--- src/rtl/pin_cond_pkg.sv ---
package pin_cond_pkg;
  typedef enum logic {SESS_IDLE = 1'b0, SESS_OPEN = 1'b1} sess_e;

  // event qualification for a committed new level
  function automatic logic evt_qualifies(input logic new_lvl, input logic act_low,
                                         input logic dbl);
    return dbl | (new_lvl ^ act_low);
  endfunction
endpackage

--- src/rtl/pin_cond_sync.sv ---
module pin_cond_sync #(
  parameter int STAGES = 2
) (
  input  logic clk_i,
  input  logic rst_ni,
  input  logic d_i,
  output logic q_o
);
  logic [STAGES-1:0] sync_q;

  generate
    if (STAGES == 1) begin : g_one
      always_ff @(posedge clk_i or negedge rst_ni)
        if (!rst_ni) sync_q <= '0;
        else         sync_q <= d_i;
    end else begin : g_chain
      always_ff @(posedge clk_i or negedge rst_ni)
        if (!rst_ni) sync_q <= '0;
        else         sync_q <= {sync_q[STAGES-2:0], d_i};
    end
  endgenerate

  assign q_o = sync_q[STAGES-1];
endmodule

--- src/rtl/pin_cond_core.sv ---
module pin_cond_core
  import pin_cond_pkg::*;
#(
  parameter int RISE_LEN = 2,
  parameter int FALL_LEN = 2
) (
  input  logic clk_i,
  input  logic rst_ni,
  input  logic raw_i,
  input  logic tick_i,
  input  logic en_i,
  input  logic dbnc_en_i,
  output logic state_o,
  output logic accept_o
);
  localparam int MAX_LEN = (RISE_LEN > FALL_LEN) ? RISE_LEN : FALL_LEN;
  localparam int CNT_W   = $clog2(MAX_LEN + 1);

  // reload depends on the level currently held (0 -> rising count)
  function automatic logic [CNT_W-1:0] reload(input logic lvl);
    return lvl ? CNT_W'(FALL_LEN) : CNT_W'(RISE_LEN);
  endfunction

  sess_e            sess_q;
  logic             state_q;
  logic [CNT_W-1:0] cnt_q;
  logic             differs, expire, filt_mode;

  always_comb begin
    differs   = raw_i != state_q;
    expire    = cnt_q <= CNT_W'(1);
    filt_mode = en_i & dbnc_en_i;
    if (!en_i)            accept_o = 1'b0;
    else if (!dbnc_en_i)  accept_o = differs;
    else                  accept_o = (sess_q == SESS_OPEN) & tick_i & differs & expire;
  end

  always_ff @(posedge clk_i or negedge rst_ni) begin
    if (!rst_ni) begin
      sess_q  <= SESS_IDLE;
      state_q <= 1'b0;
      cnt_q   <= reload(1'b0);
    end else if (!filt_mode) begin
      sess_q  <= SESS_IDLE;
      state_q <= raw_i;
      cnt_q   <= reload(raw_i);
    end else begin
      unique case (sess_q)
        SESS_IDLE: if (differs) sess_q <= SESS_OPEN;
        SESS_OPEN: if (tick_i) begin
          if (!differs) begin
            cnt_q <= reload(state_q);
          end else if (expire) begin
            state_q <= raw_i;
            cnt_q   <= reload(raw_i);
            sess_q  <= SESS_IDLE;
          end else begin
            cnt_q <= cnt_q - CNT_W'(1);
          end
        end
        default: sess_q <= SESS_IDLE;
      endcase
    end
  end

  assign state_o = state_q;
endmodule

--- src/rtl/pin_cond_evt.sv ---
module pin_cond_evt
  import pin_cond_pkg::*;
(
  input  logic clk_i,
  input  logic rst_ni,
  input  logic accept_i,
  input  logic new_lvl_i,
  input  logic act_low_i,
  input  logic dbl_edge_i,
  output logic event_o
);
  logic event_q;

  always_ff @(posedge clk_i or negedge rst_ni)
    if (!rst_ni) event_q <= 1'b0;
    else         event_q <= accept_i & evt_qualifies(new_lvl_i, act_low_i, dbl_edge_i);

  assign event_o = event_q;
endmodule

--- src/rtl/pin_conditioner.sv ---
module pin_conditioner #(
  parameter int SYNC_STAGES = 2,
  parameter int RISE_LEN    = 2,
  parameter int FALL_LEN    = 2
) (
  input  logic clk_i,
  input  logic rst_ni,
  input  logic pin_i,
  input  logic tick_i,
  input  logic en_i,
  input  logic dbnc_en_i,
  input  logic act_low_i,
  input  logic dbl_edge_i,
  output logic state_o,
  output logic event_o
);
  logic raw_s, accept;

  pin_cond_sync #(.STAGES(SYNC_STAGES)) u_sync (
    .clk_i (clk_i),
    .rst_ni(rst_ni),
    .d_i   (pin_i),
    .q_o   (raw_s)
  );

  pin_cond_core #(.RISE_LEN(RISE_LEN), .FALL_LEN(FALL_LEN)) u_core (
    .clk_i    (clk_i),
    .rst_ni   (rst_ni),
    .raw_i    (raw_s),
    .tick_i   (tick_i),
    .en_i     (en_i),
    .dbnc_en_i(dbnc_en_i),
    .state_o  (state_o),
    .accept_o (accept)
  );

  pin_cond_evt u_evt (
    .clk_i     (clk_i),
    .rst_ni    (rst_ni),
    .accept_i  (accept),
    .new_lvl_i (raw_s),
    .act_low_i (act_low_i),
    .dbl_edge_i(dbl_edge_i),
    .event_o   (event_o)
  );
endmodule

--- config.mk ---
export PLATFORM = sky130hd
export DESIGN_NAME = pin_conditioner
export DESIGN_NICKNAME = d
export VERILOG_FILES = /design/src/rtl/pin_cond_pkg.sv /design/src/rtl/pin_cond_sync.sv /design/src/rtl/pin_cond_core.sv /design/src/rtl/pin_cond_evt.sv /design/src/rtl/pin_conditioner.sv
export SDC_FILE = /design/constraint.sdc
export NUM_CORES = 1
export LEC_CHECK = 0
export CAP_MARGIN = 10
export CORE_AREA = 2 2 39 41
export CTS_CLUSTER_DIAMETER = 60
export DETAILED_ROUTE_END_ITERATION = 10
export DIE_AREA = 0 0 41 43
export GPL_TIMING_DRIVEN = 0
export PLACE_DENSITY = 0.43
export SLEW_MARGIN = 30
export SYNTH_ARGS = -nofsm -noshare
export SYNTH_HDL_FRONTEND = slang
export SYNTH_SLANG_ARGS = --single-unit
--- constraint.sdc ---
create_clock -name clk_i -period 1.4 [get_ports clk_i]
set_input_delay 0.35 -clock clk_i [delete_from_list [all_inputs] [get_ports clk_i]]
set_output_delay 0.35 -clock clk_i [all_outputs]
set_load 0.01 [all_outputs]
==> impl_metrics.tcl <==
set metrics [dict create \
    ys_ff_latch 7 \
    power_frac_seq_pct 48.4 \
    numCtsBuffers 3 \
    drt_iter0_drc 1 \
    cts_tree "done" \
    cts_max_path_buffers 2 \
    worst_pin_slew_ns 0.332 \
    crit_family "buffers and inverters" \
    synth-async-reset-ratio_pct 100 \
    postRouteAntennaNets 0 \
    clk_latency_ns 0.24 \
    synth_common_cells "dfrtp_1, nand2_1, nor2_1, o21ai_0, o21bai_1" \
    yosysTopAreaCell "dfrtp_1" \
    arrival_ns 1.47 \
    initial_core_util_pct 22.2 \
    wire_per_inst_microns 10.3 \
    yosys.area.top_type_share_pct 48.8 \
    start_kind "input pin" \
    maxCapViolCount 0 \
    ys_seq_area_share_pct 57.3 \
    end_kind "flop" \
    avgSynthCellArea_sq_um 11.8 \
    period_minus_slack_ns 1.35 \
    diodes 0 \
    clockRootBuffer "clkbuf_4" \
    synthCells 26 \
    p_per_area_mw_per_mm2 1030 \
    clock.fmax_mhz 741 \
    gp_congestion 0.565 \
    placed_cell_area_sq_um 418 \
    synth-main-ff-cell "dfrtp_1" \
    synth_warnings 0 \
    clk_pin_slew_ns 0.05 \
    netlist_area_sq_um 308 \
    final_net_count 48 \
    drt_pass1_iterations 2 \
    intPower_uw 356 \
    cpMaxStageDelayCell "clkdlybuf4s50_1" \
    slowest_delay_ns 0.52 \
    h-tree-depth 1 \
    die_area_sq_mm 0.00176 \
    design_area_sq_um 444 \
    yosysMostFrequentCell "dfrtp_1" \
    status "complete, no violations" \
    cp_max_fo 4 \
    grt_pass1_wl_microns 876 \
    gr-total-overflow 0 \
    drc 0 \
    worst-setup-path-type "in2reg" \
    wl_microns 568 \
    setup_viol 0 \
    cts_sinks 7 \
    place.port_buffers 9 \
    core_sq_mm 0.00138 \
    drive_gt1_share_pct 17.9 \
    leakage_nw 0.202 \
    finalSetupTns_ns 0 \
    hold_viol_final 0 \
    crit_chain "clkdlybuf4s50_1, nand2_2, o21bai_1, mux2_2" \
    grt_antenna_before_repair 0 \
    vdd_drop_max_mv 0.300 \
    post-route-period-util_pct 96.3 \
    ios 10 \
    area_delta_synth_final_pct 44.3 \
    die_x_microns 41 \
    rows 14 \
    hold_path_class "reg2reg" \
    clock_power_share_pct 38.8 \
    rsz0062_at_grt "no" \
    maxSlewHeadroom_pct 77.8 \
    ctsHoldBuffers 0 \
    power_switching_uw 99.9 \
    final_max_slew_viol_count 0 \
    grt_pass1_vias 241 \
    dp_hpwl_microns 452 \
    routed_via_density 4.16 \
    synth.area.top_cells "dfrtp_1, dfstp_2, o21bai_1, nor3b_2, mux2_2" \
    vias 229 \
    cp_num_buf_inv 1 \
    die_y_microns 43 \
    cp_data_required_time_ns 1.52 \
    swShare_pct 21.9 \
    synth_edf_count 0 \
    grtUsageTotal_pct 8.21 \
    grt_max_degree 8 \
    syn-num-nets 34 \
    clock_skew_ns 0.00553 \
    yosysUniqueCellTypes 17 \
    pwr-share-comb_pct 12.8 \
]
## final cells by class
cell class	count	area [sq um]
timing repair buffer	9	87.6
multi-input combinational	19	134
fill	153	940
clock buffer	4	26.3
sequential	7	176
tap	16	20.0
## cells by family (layout without fill, tap and decap cells)
group | after synthesis | count (layout) | share of synthesized area [%]
muxes | 1 | 1 | 3.66
buffers and inverters | 0 | 13 | 0
DFF | 7 | 7 | 57.3
xor gates and xnor gates | 1 | 1 | 2.85
and+or+nand+nor | 8 | 8 | 14.6
AOI/OAI and AO/OA | 9 | 9 | 21.5
## placed cells by master (no fill, tap or decap)
cell type,netlist,final
o21ai_0,2,2
clkdlybuf4s50_1,0,7
nor3b_2,1,1
clkbuf_4,0,3
nand3_1,1,1
clkbuf_1,0,1
nor2_1,2,2
dlygate4sd2_1,0,2
nand2_1,2,1
nand2_2,0,1
o21ba_1,1,1
o21a_1,1,1
and2_1,1,1
nor2b_1,1,1
dfstp_2,1,1
dfrtp_1,6,6
o21bai_1,2,2
a21oi_1,1,1
xor2_1,1,1
a211oi_1,1,1
mux2_2,1,1
o2111a_1,1,1
## timing repair
action                     CTS  global route
setup endpoints to repair    2             1
pin swaps                    0             1
setup buffers                0             0
gates resized for setup      2             1
## final timing paths
path,start,endpoint,slack (ns),cells past startpoint
max,tick_i,u_core.state_o$_DFFE_PN0P_,0.05,4
min,u_sync.sync_q[0]$_DFF_PN0_,u_sync.sync_q[1]$_DFF_PN0_,0.35,0
max reg2reg,u_core.sess_q$_DFF_PN0_,u_core.state_o$_DFFE_PN0P_,0.27,3
min reg2reg,u_sync.sync_q[0]$_DFF_PN0_,u_sync.sync_q[1]$_DFF_PN0_,0.35,0
max in group asynchronous,rst_ni,u_core.cnt_q[1]$_DFFE_PN1P_,0.74,1
min in group asynchronous,rst_ni,u_core.sess_q$_DFF_PN0_,0.37,1
## metrics by stage
stage / hold slack (ns) / util, % / power (mW) / worst slack (ns) / std cells
after global routing: 0.349 / 32.1 / 0.484 / 0.0141 / 55
after global placement: 0.335 / 30.2 / 0.284 / -0.190 / 51
after CTS: 0.348 / 31.9 / 0.465 / 0.0408 / 55
final: 0.347 / 32.1 / 0.456 / 0.0512 / 55
after detailed placement: 0.336 / 30.2 / 0.286 / -0.220 / 51
after floorplan: 0.0544 / - / 0.247 / 0.351 / 26
## layer usage
metal	track usage [%]	vias to the layer above	wire length, microns
met2	12.5	8	281
met3	3.14	0	59
met5	0	-	0
met4	8.00	0	0
li1	-	119	-
met1	7.62	102	227
## registers in the layout, indices dropped and copies added (netlist names)
| name | flops |
|---|---|
| u_evt.event_o | 1 |
| u_core.state_o | 1 |
| u_sync.sync_q | 2 |
| u_core.sess_q | 1 |
| u_core.cnt_q | 2 |
## power by group through the flow
stage / registers [mW] / clock network (mW) / logic, mW
2_1_floorplan: 0.225 / 0 / 0.0227
3_3_place_gp: 0.223 / 0 / 0.0606
3_5_place_dp: 0.224 / 0 / 0.0619
4_1_cts: 0.220 / 0.185 / 0.0596
5_1_grt: 0.221 / 0.197 / 0.0656
6_report: 0.221 / 0.177 / 0.0586
(Power assumes the default switching activity.)
